## src/rtl/cfg_vault_pkg.sv

```systemverilog
package cfg_vault_pkg;
  localparam int BYTE_W      = 8;
  localparam int SAVE_BIT    = 3;
  localparam int RESTORE_BIT = 0;
  localparam logic [BYTE_W-1:0] CMD_MASK = BYTE_W'((1 << SAVE_BIT) | (1 << RESTORE_BIT));

  typedef struct packed {
    logic              ptrLoad;
    logic              wrEn;
    logic              rdAdv;
    logic              doSave;
    logic              doRestore;
    logic [BYTE_W-1:0] byteVal;
  } vaultStrobe_t;

  typedef enum logic [3:0] {
    ST_IDLE, ST_ADDR, ST_ADDR_ACK, ST_REG, ST_REG_ACK,
    ST_WDATA, ST_WDATA_ACK, ST_RDATA, ST_RACK
  } busState_t;
endpackage

```

## src/rtl/cfg_vault_sync.sv

```systemverilog
module cfg_vault_sync #(
  parameter int                WIDTH     = 2,
  parameter int                STAGES    = 2,
  parameter logic [WIDTH-1:0]  RESET_VAL = '1
) (
  input  logic             clk,
  input  logic             rstN,
  input  logic [WIDTH-1:0] din,
  output logic [WIDTH-1:0] dout
);
  logic [WIDTH-1:0] stageQ [STAGES];

  always_ff @(posedge clk or negedge rstN) begin
    if (!rstN) begin
      for (int s = 0; s < STAGES; s++) stageQ[s] <= RESET_VAL;
    end else begin
      stageQ[0] <= din;
      for (int s = 1; s < STAGES; s++) stageQ[s] <= stageQ[s-1];
    end
  end

  assign dout = stageQ[STAGES-1];
endmodule

```

## src/rtl/cfg_vault_data.sv

```systemverilog
module cfg_vault_data
  import cfg_vault_pkg::*;
#(
  parameter int NUM_REGS     = 128,
  parameter int CMD_REG      = 114,
  parameter int ADDR_SEL_REG = 0,
  parameter int ADDR_SEL_BIT = 0
) (
  input  logic              clk,
  input  logic              rstN,
  input  vaultStrobe_t      stb,
  output logic [BYTE_W-1:0] rdData,
  output logic              cmdSave,
  output logic              cmdRestore,
  output logic              addrAlt
);
  localparam int PTR_W = (NUM_REGS > 1) ? $clog2(NUM_REGS) : 1;
  localparam logic [PTR_W-1:0] PTR_LAST = PTR_W'(NUM_REGS - 1);

  logic [BYTE_W-1:0] liveRegs [NUM_REGS];
  logic [BYTE_W-1:0] storeMem [NUM_REGS] = '{default: '0};
  logic [PTR_W-1:0]  ptr;
  logic [PTR_W-1:0]  ptrNext;

  assign ptrNext = (ptr == PTR_LAST) ? '0 : ptr + PTR_W'(1);

  always_ff @(posedge clk or negedge rstN) begin
    if (!rstN)                   ptr <= '0;
    else if (stb.ptrLoad)        ptr <= stb.byteVal[PTR_W-1:0];
    else if (stb.wrEn || stb.rdAdv) ptr <= ptrNext;
  end

  for (genvar i = 0; i < NUM_REGS; i++) begin : g_reg
    logic [BYTE_W-1:0] regQ;
    logic              hit;
    assign hit = stb.wrEn && (ptr == PTR_W'(i));
    if (i == CMD_REG) begin : g_cmd
      always_ff @(posedge clk or negedge rstN) begin
        if (!rstN)              regQ <= '0;
        else if (stb.doRestore) regQ <= storeMem[i] & ~CMD_MASK;
        else if (stb.doSave)    regQ <= regQ & ~CMD_MASK;
        else if (hit)           regQ <= stb.byteVal;
      end
    end else begin : g_plain
      always_ff @(posedge clk or negedge rstN) begin
        if (!rstN)              regQ <= '0;
        else if (stb.doRestore) regQ <= storeMem[i];
        else if (hit)           regQ <= stb.byteVal;
      end
    end
    assign liveRegs[i] = regQ;
  end

  always_ff @(posedge clk) begin
    if (stb.doSave) begin
      for (int i = 0; i < NUM_REGS; i++)
        storeMem[i] <= (i == CMD_REG) ? (liveRegs[i] & ~CMD_MASK) : liveRegs[i];
    end
  end

  assign rdData     = liveRegs[ptr];
  assign cmdSave    = liveRegs[CMD_REG][SAVE_BIT];
  assign cmdRestore = liveRegs[CMD_REG][RESTORE_BIT];
  assign addrAlt    = liveRegs[ADDR_SEL_REG][ADDR_SEL_BIT];

  AST_CMD_SELF_CLEAR: assert property (@(posedge clk) disable iff (!rstN)
    (stb.doSave || stb.doRestore) |=> (!cmdSave && !cmdRestore));
  AST_SAVE_COPIES: assert property (@(posedge clk) disable iff (!rstN)
    stb.doSave |=> storeMem[ADDR_SEL_REG] == $past(liveRegs[ADDR_SEL_REG]));
  AST_RESTORE_COPIES: assert property (@(posedge clk) disable iff (!rstN)
    stb.doRestore |=> liveRegs[ADDR_SEL_REG] == $past(storeMem[ADDR_SEL_REG]));
  AST_NO_WRITE_IN_COPY: assert property (@(posedge clk) disable iff (!rstN)
    (stb.doSave || stb.doRestore) |-> !stb.wrEn);
endmodule

```

## src/rtl/cfg_vault_ctrl.sv

```systemverilog
module cfg_vault_ctrl
  import cfg_vault_pkg::*;
#(
  parameter int         CMD_CYCLES  = 400,
  parameter int         SYNC_STAGES = 2,
  parameter logic [6:0] PRI_ADDR    = 7'h6A,
  parameter logic [6:0] ALT_ADDR    = 7'h68
) (
  input  logic              clk,
  input  logic              rstN,
  input  logic              sclIn,
  input  logic              sdaIn,
  input  logic [BYTE_W-1:0] rdData,
  input  logic              cmdSave,
  input  logic              cmdRestore,
  input  logic              addrAlt,
  output vaultStrobe_t      stb,
  output logic              sdaDriveLow,
  output logic              busy
);
  localparam int CNT_W = (CMD_CYCLES > 1) ? $clog2(CMD_CYCLES) : 1;
  localparam logic [CNT_W-1:0] CNT_LOAD = CNT_W'(CMD_CYCLES - 1);
  localparam logic [3:0] BITS_PER_BYTE = 4'(BYTE_W);

  logic [1:0] lineSync;
  logic sclNow, sdaNow, sclPrev, sdaPrev;
  logic sclRise, sclFall, startSeen, stopSeen;

  cfg_vault_sync #(.WIDTH(2), .STAGES(SYNC_STAGES), .RESET_VAL(2'b11)) u_sync (
    .clk(clk), .rstN(rstN), .din({sclIn, sdaIn}), .dout(lineSync)
  );

  assign sclNow = lineSync[1];
  assign sdaNow = lineSync[0];

  always_ff @(posedge clk or negedge rstN) begin
    if (!rstN) begin
      sclPrev <= 1'b1;
      sdaPrev <= 1'b1;
    end else begin
      sclPrev <= sclNow;
      sdaPrev <= sdaNow;
    end
  end

  assign sclRise   = sclNow & ~sclPrev;
  assign sclFall   = ~sclNow & sclPrev;
  assign startSeen = sclNow & sclPrev & sdaPrev & ~sdaNow;
  assign stopSeen  = sclNow & sclPrev & ~sdaPrev & sdaNow;

  busState_t         state;
  logic [3:0]        bitCnt;
  logic [BYTE_W-1:0] rxShift, txShift;
  logic              isRead, masterAck, sdaLow;
  logic              byteDone, addrMatch, txLoad;
  logic [CNT_W-1:0]  cnt;
  logic              opSave;

  assign byteDone  = sclFall && (bitCnt == BITS_PER_BYTE);
  assign addrMatch = rxShift[BYTE_W-1:1] == (addrAlt ? ALT_ADDR : PRI_ADDR);
  assign txLoad    = sclFall && (((state == ST_ADDR_ACK) && isRead) ||
                                 ((state == ST_RACK) && masterAck));

  always_comb begin
    stb           = '0;
    stb.byteVal   = rxShift;
    stb.ptrLoad   = !startSeen && !stopSeen && (state == ST_REG) && byteDone;
    stb.wrEn      = !startSeen && !stopSeen && (state == ST_WDATA) && byteDone;
    stb.rdAdv     = !startSeen && !stopSeen && txLoad;
    stb.doSave    = busy && (cnt == '0) && opSave;
    stb.doRestore = busy && (cnt == '0) && !opSave;
  end

  always_ff @(posedge clk or negedge rstN) begin
    if (!rstN) begin
      state     <= ST_IDLE;
      bitCnt    <= '0;
      rxShift   <= '0;
      txShift   <= '0;
      isRead    <= 1'b0;
      masterAck <= 1'b0;
      sdaLow    <= 1'b0;
    end else if (startSeen) begin
      state  <= ST_ADDR;
      bitCnt <= '0;
      sdaLow <= 1'b0;
    end else if (stopSeen) begin
      state  <= ST_IDLE;
      sdaLow <= 1'b0;
    end else begin
      case (state)
        ST_ADDR, ST_REG, ST_WDATA: begin
          if (sclRise && (bitCnt < BITS_PER_BYTE)) begin
            rxShift <= {rxShift[BYTE_W-2:0], sdaNow};
            bitCnt  <= bitCnt + 4'd1;
          end else if (byteDone) begin
            bitCnt <= '0;
            if (state == ST_ADDR) begin
              if (addrMatch && !busy) begin
                sdaLow <= 1'b1;
                isRead <= rxShift[0];
                state  <= ST_ADDR_ACK;
              end else begin
                state <= ST_IDLE;
              end
            end else begin
              sdaLow <= 1'b1;
              state  <= (state == ST_REG) ? ST_REG_ACK : ST_WDATA_ACK;
            end
          end
        end
        ST_ADDR_ACK: begin
          if (sclFall) begin
            if (isRead) begin
              txShift <= rdData;
              sdaLow  <= ~rdData[BYTE_W-1];
              state   <= ST_RDATA;
            end else begin
              sdaLow <= 1'b0;
              state  <= ST_REG;
            end
          end
        end
        ST_REG_ACK, ST_WDATA_ACK: begin
          if (sclFall) begin
            sdaLow <= 1'b0;
            state  <= ST_WDATA;
          end
        end
        ST_RDATA: begin
          if (sclFall) begin
            if (bitCnt == BITS_PER_BYTE - 4'd1) begin
              sdaLow    <= 1'b0;
              bitCnt    <= '0;
              masterAck <= 1'b0;
              state     <= ST_RACK;
            end else begin
              txShift <= {txShift[BYTE_W-2:0], 1'b0};
              sdaLow  <= ~txShift[BYTE_W-2];
              bitCnt  <= bitCnt + 4'd1;
            end
          end
        end
        ST_RACK: begin
          if (sclRise) begin
            masterAck <= ~sdaNow;
          end else if (sclFall) begin
            if (masterAck) begin
              txShift <= rdData;
              sdaLow  <= ~rdData[BYTE_W-1];
              state   <= ST_RDATA;
            end else begin
              state <= ST_IDLE;
            end
          end
        end
        default: state <= ST_IDLE;
      endcase
    end
  end

  always_ff @(posedge clk or negedge rstN) begin
    if (!rstN) begin
      busy   <= 1'b1;
      cnt    <= CNT_LOAD;
      opSave <= 1'b0;
    end else if (busy) begin
      if (cnt == '0) busy <= 1'b0;
      else           cnt  <= cnt - CNT_W'(1);
    end else if (stopSeen && (cmdSave || cmdRestore)) begin
      busy   <= 1'b1;
      cnt    <= CNT_LOAD;
      opSave <= cmdSave;
    end
  end

  assign sdaDriveLow = sdaLow;

  AST_NO_ACK_WHILE_BUSY: assert property (@(posedge clk) disable iff (!rstN)
    busy |-> (state != ST_ADDR_ACK));
  AST_BUSY_HOLDS: assert property (@(posedge clk) disable iff (!rstN)
    (busy && (cnt != '0)) |=> busy);
  AST_START_AFTER_STOP: assert property (@(posedge clk) disable iff (!rstN)
    $rose(busy) |-> $past(stopSeen));
  AST_SINGLE_COPY: assert property (@(posedge clk) disable iff (!rstN)
    $onehot0({stb.doSave, stb.doRestore}));
endmodule

```

## src/rtl/cfg_vault.sv

```systemverilog
module cfg_vault
  import cfg_vault_pkg::*;
#(
  parameter int         NUM_REGS     = 128,
  parameter int         CMD_REG      = 114,
  parameter int         ADDR_SEL_REG = 0,
  parameter int         ADDR_SEL_BIT = 0,
  parameter int         CMD_CYCLES   = 400,
  parameter int         SYNC_STAGES  = 2,
  parameter logic [6:0] PRI_ADDR     = 7'h6A,
  parameter logic [6:0] ALT_ADDR     = 7'h68
) (
  input  logic clk,
  input  logic rstN,
  input  logic sclIn,
  input  logic sdaIn,
  output logic sdaDriveLow,
  output logic busy
);
  vaultStrobe_t      stb;
  logic [BYTE_W-1:0] rdData;
  logic              cmdSave, cmdRestore, addrAlt;

  cfg_vault_ctrl #(
    .CMD_CYCLES(CMD_CYCLES), .SYNC_STAGES(SYNC_STAGES),
    .PRI_ADDR(PRI_ADDR), .ALT_ADDR(ALT_ADDR)
  ) u_ctrl (
    .clk(clk), .rstN(rstN), .sclIn(sclIn), .sdaIn(sdaIn),
    .rdData(rdData), .cmdSave(cmdSave), .cmdRestore(cmdRestore), .addrAlt(addrAlt),
    .stb(stb), .sdaDriveLow(sdaDriveLow), .busy(busy)
  );

  cfg_vault_data #(
    .NUM_REGS(NUM_REGS), .CMD_REG(CMD_REG),
    .ADDR_SEL_REG(ADDR_SEL_REG), .ADDR_SEL_BIT(ADDR_SEL_BIT)
  ) u_data (
    .clk(clk), .rstN(rstN), .stb(stb),
    .rdData(rdData), .cmdSave(cmdSave), .cmdRestore(cmdRestore), .addrAlt(addrAlt)
  );
endmodule

```

## config.mk

```make
export PLATFORM = sky130hd
export DESIGN_NAME = cfg_vault
export DESIGN_NICKNAME = d
export VERILOG_FILES = /design/src/rtl/cfg_vault_pkg.sv /design/src/rtl/cfg_vault_sync.sv /design/src/rtl/cfg_vault_data.sv /design/src/rtl/cfg_vault_ctrl.sv /design/src/rtl/cfg_vault.sv
export SDC_FILE = /design/constraint.sdc
export NUM_CORES = 2
export LEC_CHECK = 0
export BUFFER_PORTS_ARGS = -buffer_cell sky130_fd_sc_hd__buf_2
export CAP_MARGIN = 15
export CORE_MARGIN = 8
export CORE_UTILIZATION = 55
export CTS_BUF_LIST = sky130_fd_sc_hd__clkbuf_16
export DETAILED_ROUTE_END_ITERATION = 10
export PLACE_DENSITY = 0.66
export REMOVE_ABC_BUFFERS = 1
export SLEW_MARGIN = 20
export SYNTH_ARGS = -nofsm -noshare
export SYNTH_HDL_FRONTEND = slang
export SYNTH_HIERARCHICAL = 1
export SYNTH_SLANG_ARGS = --single-unit
```

## constraint.sdc

```tcl
create_clock -name clk -period 158.3 [get_ports clk]
set_clock_uncertainty 0.05 [all_clocks]
set_input_delay 31.66 -clock clk [delete_from_list [all_inputs] [get_ports clk]]
set_output_delay 31.66 -clock clk [all_outputs]
set_load 0.1 [all_outputs]
```

==> impl_results.html <==
<table>
<tr><th>Metric</th><th>Value</th></tr>
<tr><th colspan="2">Run status</th></tr>
<tr><td>Outcome</td><td>completed</td></tr>
<tr><th colspan="2">Timing</th></tr>
<tr><td>Period utilization</td><td>a little over a fifth</td></tr>
<tr><td>Setup TNS Final</td><td>0 ps</td></tr>
<tr><td>Max-slew violation total from the final report</td><td>0</td></tr>
<tr><td>Worst hold slack across all endpoints</td><td>311 ps</td></tr>
<tr><td>Smallest setup slack after layout</td><td>between 100000 and 150000 ps</td></tr>
<tr><td>Achievable clock frequency</td><td>roughly 29 MHz</td></tr>
<tr><td>Setup Viol. Count Final</td><td>0</td></tr>
<tr><td>Actual slew at the worst max-slew pin</td><td>~1200 ps</td></tr>
<tr><td>Unrepaired setup endpoints after global routing</td><td>false</td></tr>
<tr><td>Relative slew slack</td><td>18.0%</td></tr>
<tr><td>Post-layout min period</td><td>around 35000 ps</td></tr>
<tr><td>Count of final hold-check violations</td><td>0</td></tr>
<tr><th colspan="2">Global route</th></tr>
<tr><td>Pin count of the biggest net entering global routing</td><td>202</td></tr>
<tr><td>Global route total overflow</td><td>0</td></tr>
<tr><td>GRT Resource Usage Total</td><td>26.5%</td></tr>
<tr><td>First-pass GRT wire length</td><td>around 340 mm</td></tr>
<tr><td>Number of antenna violations at the first check in global routing</td><td>3</td></tr>
<tr><td>Vias in the first global route</td><td>54000</td></tr>
<tr><th colspan="2">Critical path</th></tr>
<tr><td>CP required</td><td>159050 ps</td></tr>
<tr><td>WP data arrival</td><td>35550 ps</td></tr>
<tr><td>Highest-delay cell along the critical path</td><td>sky130_fd_sc_hd__buf_4</td></tr>
<tr><td>Critical path class</td><td>in2async</td></tr>
<tr><td>Peak fanout along the critical path</td><td>between 100 and 150</td></tr>
<tr><td>Critical Path Max Stage Delay</td><td>between 800 and 900 ps</td></tr>
<tr><td>Category of the worst setup path capture point</td><td>async pin</td></tr>
<tr><td>Kind of start point of the critical path</td><td>input port</td></tr>
<tr><td>Crit path top cell by count</td><td>sky130_fd_sc_hd__buf_4</td></tr>
<tr><td>Cells traversed along the worst timing path</td><td>buf_8, buf_4, buf_4, buf_4, buf_4</td></tr>
<tr><th colspan="2">Logic synthesis</th></tr>
<tr><td>Number of flops mapped to enable cells by yosys</td><td>roughly 1000</td></tr>
<tr><td>Async set-or-reset flop fraction in the synthesized netlist</td><td>about half</td></tr>
<tr><td>Library cells used by synthesis</td><td>96</td></tr>
<tr><td>Number of synthesized register bits</td><td>roughly 2100</td></tr>
<tr><td>Cell count after synthesis</td><td>6739</td></tr>
<tr><td>Yosys warns</td><td>6</td></tr>
<tr><td>Cells taking the most area after synthesis</td><td>sky130_fd_sc_hd__edfxtp_1 (36%), sky130_fd_sc_hd__dfrtp_1 (31%), sky130_fd_sc_hd__a21oi_1 (6.7%)</td></tr>
<tr><td>Syn_area_per_cell</td><td>around 13 um2</td></tr>
<tr><td>Sequential element share of the synthesized area</td><td>67.9%</td></tr>
<tr><td>Primary flip-flop cell chosen by synthesis mapping</td><td>sky130_fd_sc_hd__dfrtp_1</td></tr>
<tr><td>Yosys top cell by area</td><td>sky130_fd_sc_hd__edfxtp_1</td></tr>
<tr><td>Portion of synthesized cell area occupied by the leading cell type</td><td>~36%</td></tr>
<tr><td>Summed instance area of the synthesized netlist</td><td>84800 um2</td></tr>
<tr><th colspan="2">Clocking</th></tr>
<tr><td>Total of cells resized after clock tree synthesis</td><td>0</td></tr>
<tr><td>Hold-fix buffers at CTS</td><td>0</td></tr>
<tr><td>CTS tree</td><td>built</td></tr>
<tr><td>Clock transition time at the flip-flop clock pins of the worst setup and hold paths</td><td>60 ps</td></tr>
<tr><td>Master cell of the clock root buffer</td><td>sky130_fd_sc_hd__clkbuf_16</td></tr>
<tr><td>Number of buffers inserted by post-CTS setup repair</td><td>0</td></tr>
<tr><td>Number of buffers created by CTS</td><td>about 200</td></tr>
<tr><td>Sink Count</td><td>approximately 2100</td></tr>
<tr><td>Number of levels the H-tree was split into</td><td>4</td></tr>
<tr><td>Source-to-sink clock delay at the later pin of the worst-skew pair</td><td>840 ps</td></tr>
<tr><td>Number of buffers between clock root and the deepest sink</td><td>3</td></tr>
<tr><th colspan="2">Placed design</th></tr>
<tr><td>Number of port buffers</td><td>5</td></tr>
<tr><td>Half-perimeter wire length after detailed placement</td><td>roughly 130 mm</td></tr>
<tr><td>Cells after DPL</td><td>8490</td></tr>
<tr><td>GP Congestion</td><td>~0.90</td></tr>
<tr><td>Post-place setup slack</td><td>~120000 ps</td></tr>
<tr><th colspan="2">Layout</th></tr>
<tr><td>Leading cell type in the layout, fill and taps excluded</td><td>sky130_fd_sc_hd__a21oi_1</td></tr>
<tr><td>Layout net count</td><td>6667</td></tr>
<tr><td>Non-filler cells in the finished layout</td><td>8885</td></tr>
<tr><td>Proportion of layout cells with a drive suffix above 1</td><td>approximately 13%</td></tr>
<tr><td>Highest-count cells in the layout ignoring fill and taps</td><td>sky130_fd_sc_hd__a21oi_1 (1130), sky130_fd_sc_hd__nand2_1 (1123), sky130_fd_sc_hd__dfrtp_1 (1058)</td></tr>
<tr><td>Area growth from synthesis to layout</td><td>10.0%</td></tr>
<tr><td>Number of fillers in the final layout</td><td>11800</td></tr>
<tr><th colspan="2">Pwr</th></tr>
<tr><td>Maximum resistive drop on vdd</td><td>about 0.012 mV</td></tr>
<tr><td>Overall power of the completed layout</td><td>approximately 1.1 mW</td></tr>
<tr><td>Leakage power summed over all cells</td><td>approximately 32 nW</td></tr>
<tr><td>Total power per unit cell area</td><td>~11 nW/um2</td></tr>
<tr><th colspan="2">Routing</th></tr>
<tr><td>Number of DRC markers after the initial detailed-route iteration</td><td>~6600</td></tr>
<tr><td>Via count</td><td>roughly 55000</td></tr>
<tr><td>Number of vias per cell</td><td>between 6 and 7</td></tr>
<tr><td>Count of unresolved DRC violations after routing</td><td>0</td></tr>
<tr><td>DR WL/cell</td><td>25.3 um</td></tr>
<tr><td>Drt pass-1 iters</td><td>6</td></tr>
<tr><td>Final routed wirelength across all metal layers</td><td>225 mm</td></tr>
<tr><td>Antenna violation net count after detailed routing</td><td>0</td></tr>
<tr><th colspan="2">Floorplan</th></tr>
<tr><td>Number of placement rows</td><td>approximately 140</td></tr>
<tr><td>Die X-Extent</td><td>just over 400 um</td></tr>
<tr><td>Area of the die</td><td>between 150000 and 200000 um2</td></tr>
<tr><td>Number of I/O pins</td><td>6</td></tr>
<tr><td>Placeable core region</td><td>around 150000 um2</td></tr>
<tr><td>Effective utilization at floorplan</td><td>between 50% and 60%</td></tr>
<tr><td>Die Y-Extent</td><td>around 410 um</td></tr>
<tr><th colspan="2">Hold path</th></tr>
<tr><td>Min-Delay Path Class</td><td>reg2reg</td></tr>
<tr><th colspan="2">Run</th></tr>
<tr><td>Max-cap violation count</td><td>0</td></tr>
</table>
[sequential cells by signal, summed over array words and instances (netlist names)]
name / flops
u_ctrl/rxShift: 8
u_ctrl/bitCnt: 4
u_data/storeMem: 1022
u_ctrl/sdaPrev: 1
u_ctrl/sdaDriveLow: 1
u_ctrl/state: 4
u_ctrl/opSave: 1
u_ctrl/isRead: 1
u_ctrl/cnt: 9
u_data/g.regQ: 1024
u_ctrl/txShift: 7
u_ctrl/u_sync/dout: 2
u_ctrl/masterAck: 1
u_ctrl/busy: 1
u_ctrl/u_sync/stageQ: 2
u_ctrl/sclPrev: 1
u_data/ptr: 7
[Yosys cell counts, drive strengths merged, types with 4 or more instances]
master / count
a211oi: 19
edfxtp: 1022
nor4: 9
and2: 10
nor3b: 4
a21oi: 1168
nor3: 27
mux4: 199
nor2: 61
dfrtp: 1061
mux2: 84
nand2b: 15
nor2b: 28
clkbuf: 231
inv: 11
a32oi: 13
mux2i: 93
and3: 9
nand2: 1125
o21ai: 1052
dfstp: 13
buf: 263
xnor2: 4
a22oi: 26
a2111oi: 4
ha: 7
nand4: 5
a221oi: 7
o22ai: 48
a31oi: 15
o31ai: 5
o221ai: 4
or2: 4
xor2: 6
a22o: 5
nand3: 32
[power breakdown]
part           internal [mW]  total (mW)  switching (mW)  leakage (nW)
Clock                  0.275       0.485           0.210          3.43
Sequential             0.568       0.568        0.000552          22.0
Combinational        0.00443      0.0194          0.0149          6.82
[cell type report]
type | instances | area (um2) | share of cell area, %
clock inverters | 181 | 1430 | 1.53
clock buffers | 210 | 5260 | 5.63
multi-input cells | 4136 | 24800 | 26.6
diodes | 2 | 5.00 | 0.00536
inverters | 13 | 51.3 | 0.0550
flip-flops and latches | 2096 | 57600 | 61.7
repair buffers | 203 | 1660 | 1.78
well taps | 2044 | 2560 | 2.74
[routing by layer]
metal | vias to the layer above | wire, um | global-route usage [%]
met5 | - | 67 | 0.259
met4 | 4 | 9010 | 9.92
li1 | 24500 | - | -
met1 | 28100 | 94200 | 38.4
met2 | 2294 | 102000 | 39.3
met3 | 444 | 19700 | 6.12
[cell families (layout without fill, tap and decap cells)]
family	Yosys count	count (layout)	synth area share [%]
other cells	0	2	0
mux	376	376	7.50
simple gates	1349	1349	6.54
xor+xnor	10	10	0.103
flops	2096	2096	67.9
compound gates	2394	2394	14.8
buf+inv	507	607	3.07
fa+ha+maj	7	7	0.103
[final timing paths]
| path | start | end | slack [ps] | cells after the start |
|---|---|---|---|---|
| worst min register to register | u_ctrl/u_sync/stageQ[2] | u_ctrl/u_sync/dout[0] | 310 | 0 |
| worst min-delay path | u_ctrl/u_sync/stageQ[2] | u_ctrl/u_sync/dout[0] | 310 | 0 |
| min in group asynchronous | rstN | u_data/g_reg[119].regQ[6] | 30810 | 1 |
| worst max register to register | u_ctrl/cnt[2] | u_data/g_reg[51].regQ[1] | 152300 | 11 |
| worst max-delay path | rstN | u_data/g_reg[28].regQ[1] | 123510 | 5 |
| max in group clk | u_ctrl/busy | busy | 124700 | 1 |
[worst max-delay path, delay by kind of cell]
family / cells / cell delay (ps)
buf+inv: 5 / 3600
[stage by stage]
step,util [%],area [um2]
after floorplan,-,82300
after global placement,56.3,86600
after detailed placement,56.3,86600
after CTS,60.7,93300
after global routing,60.7,93300
final,60.7,93300
No activity file was read; power rests on OpenSTA's default activity.
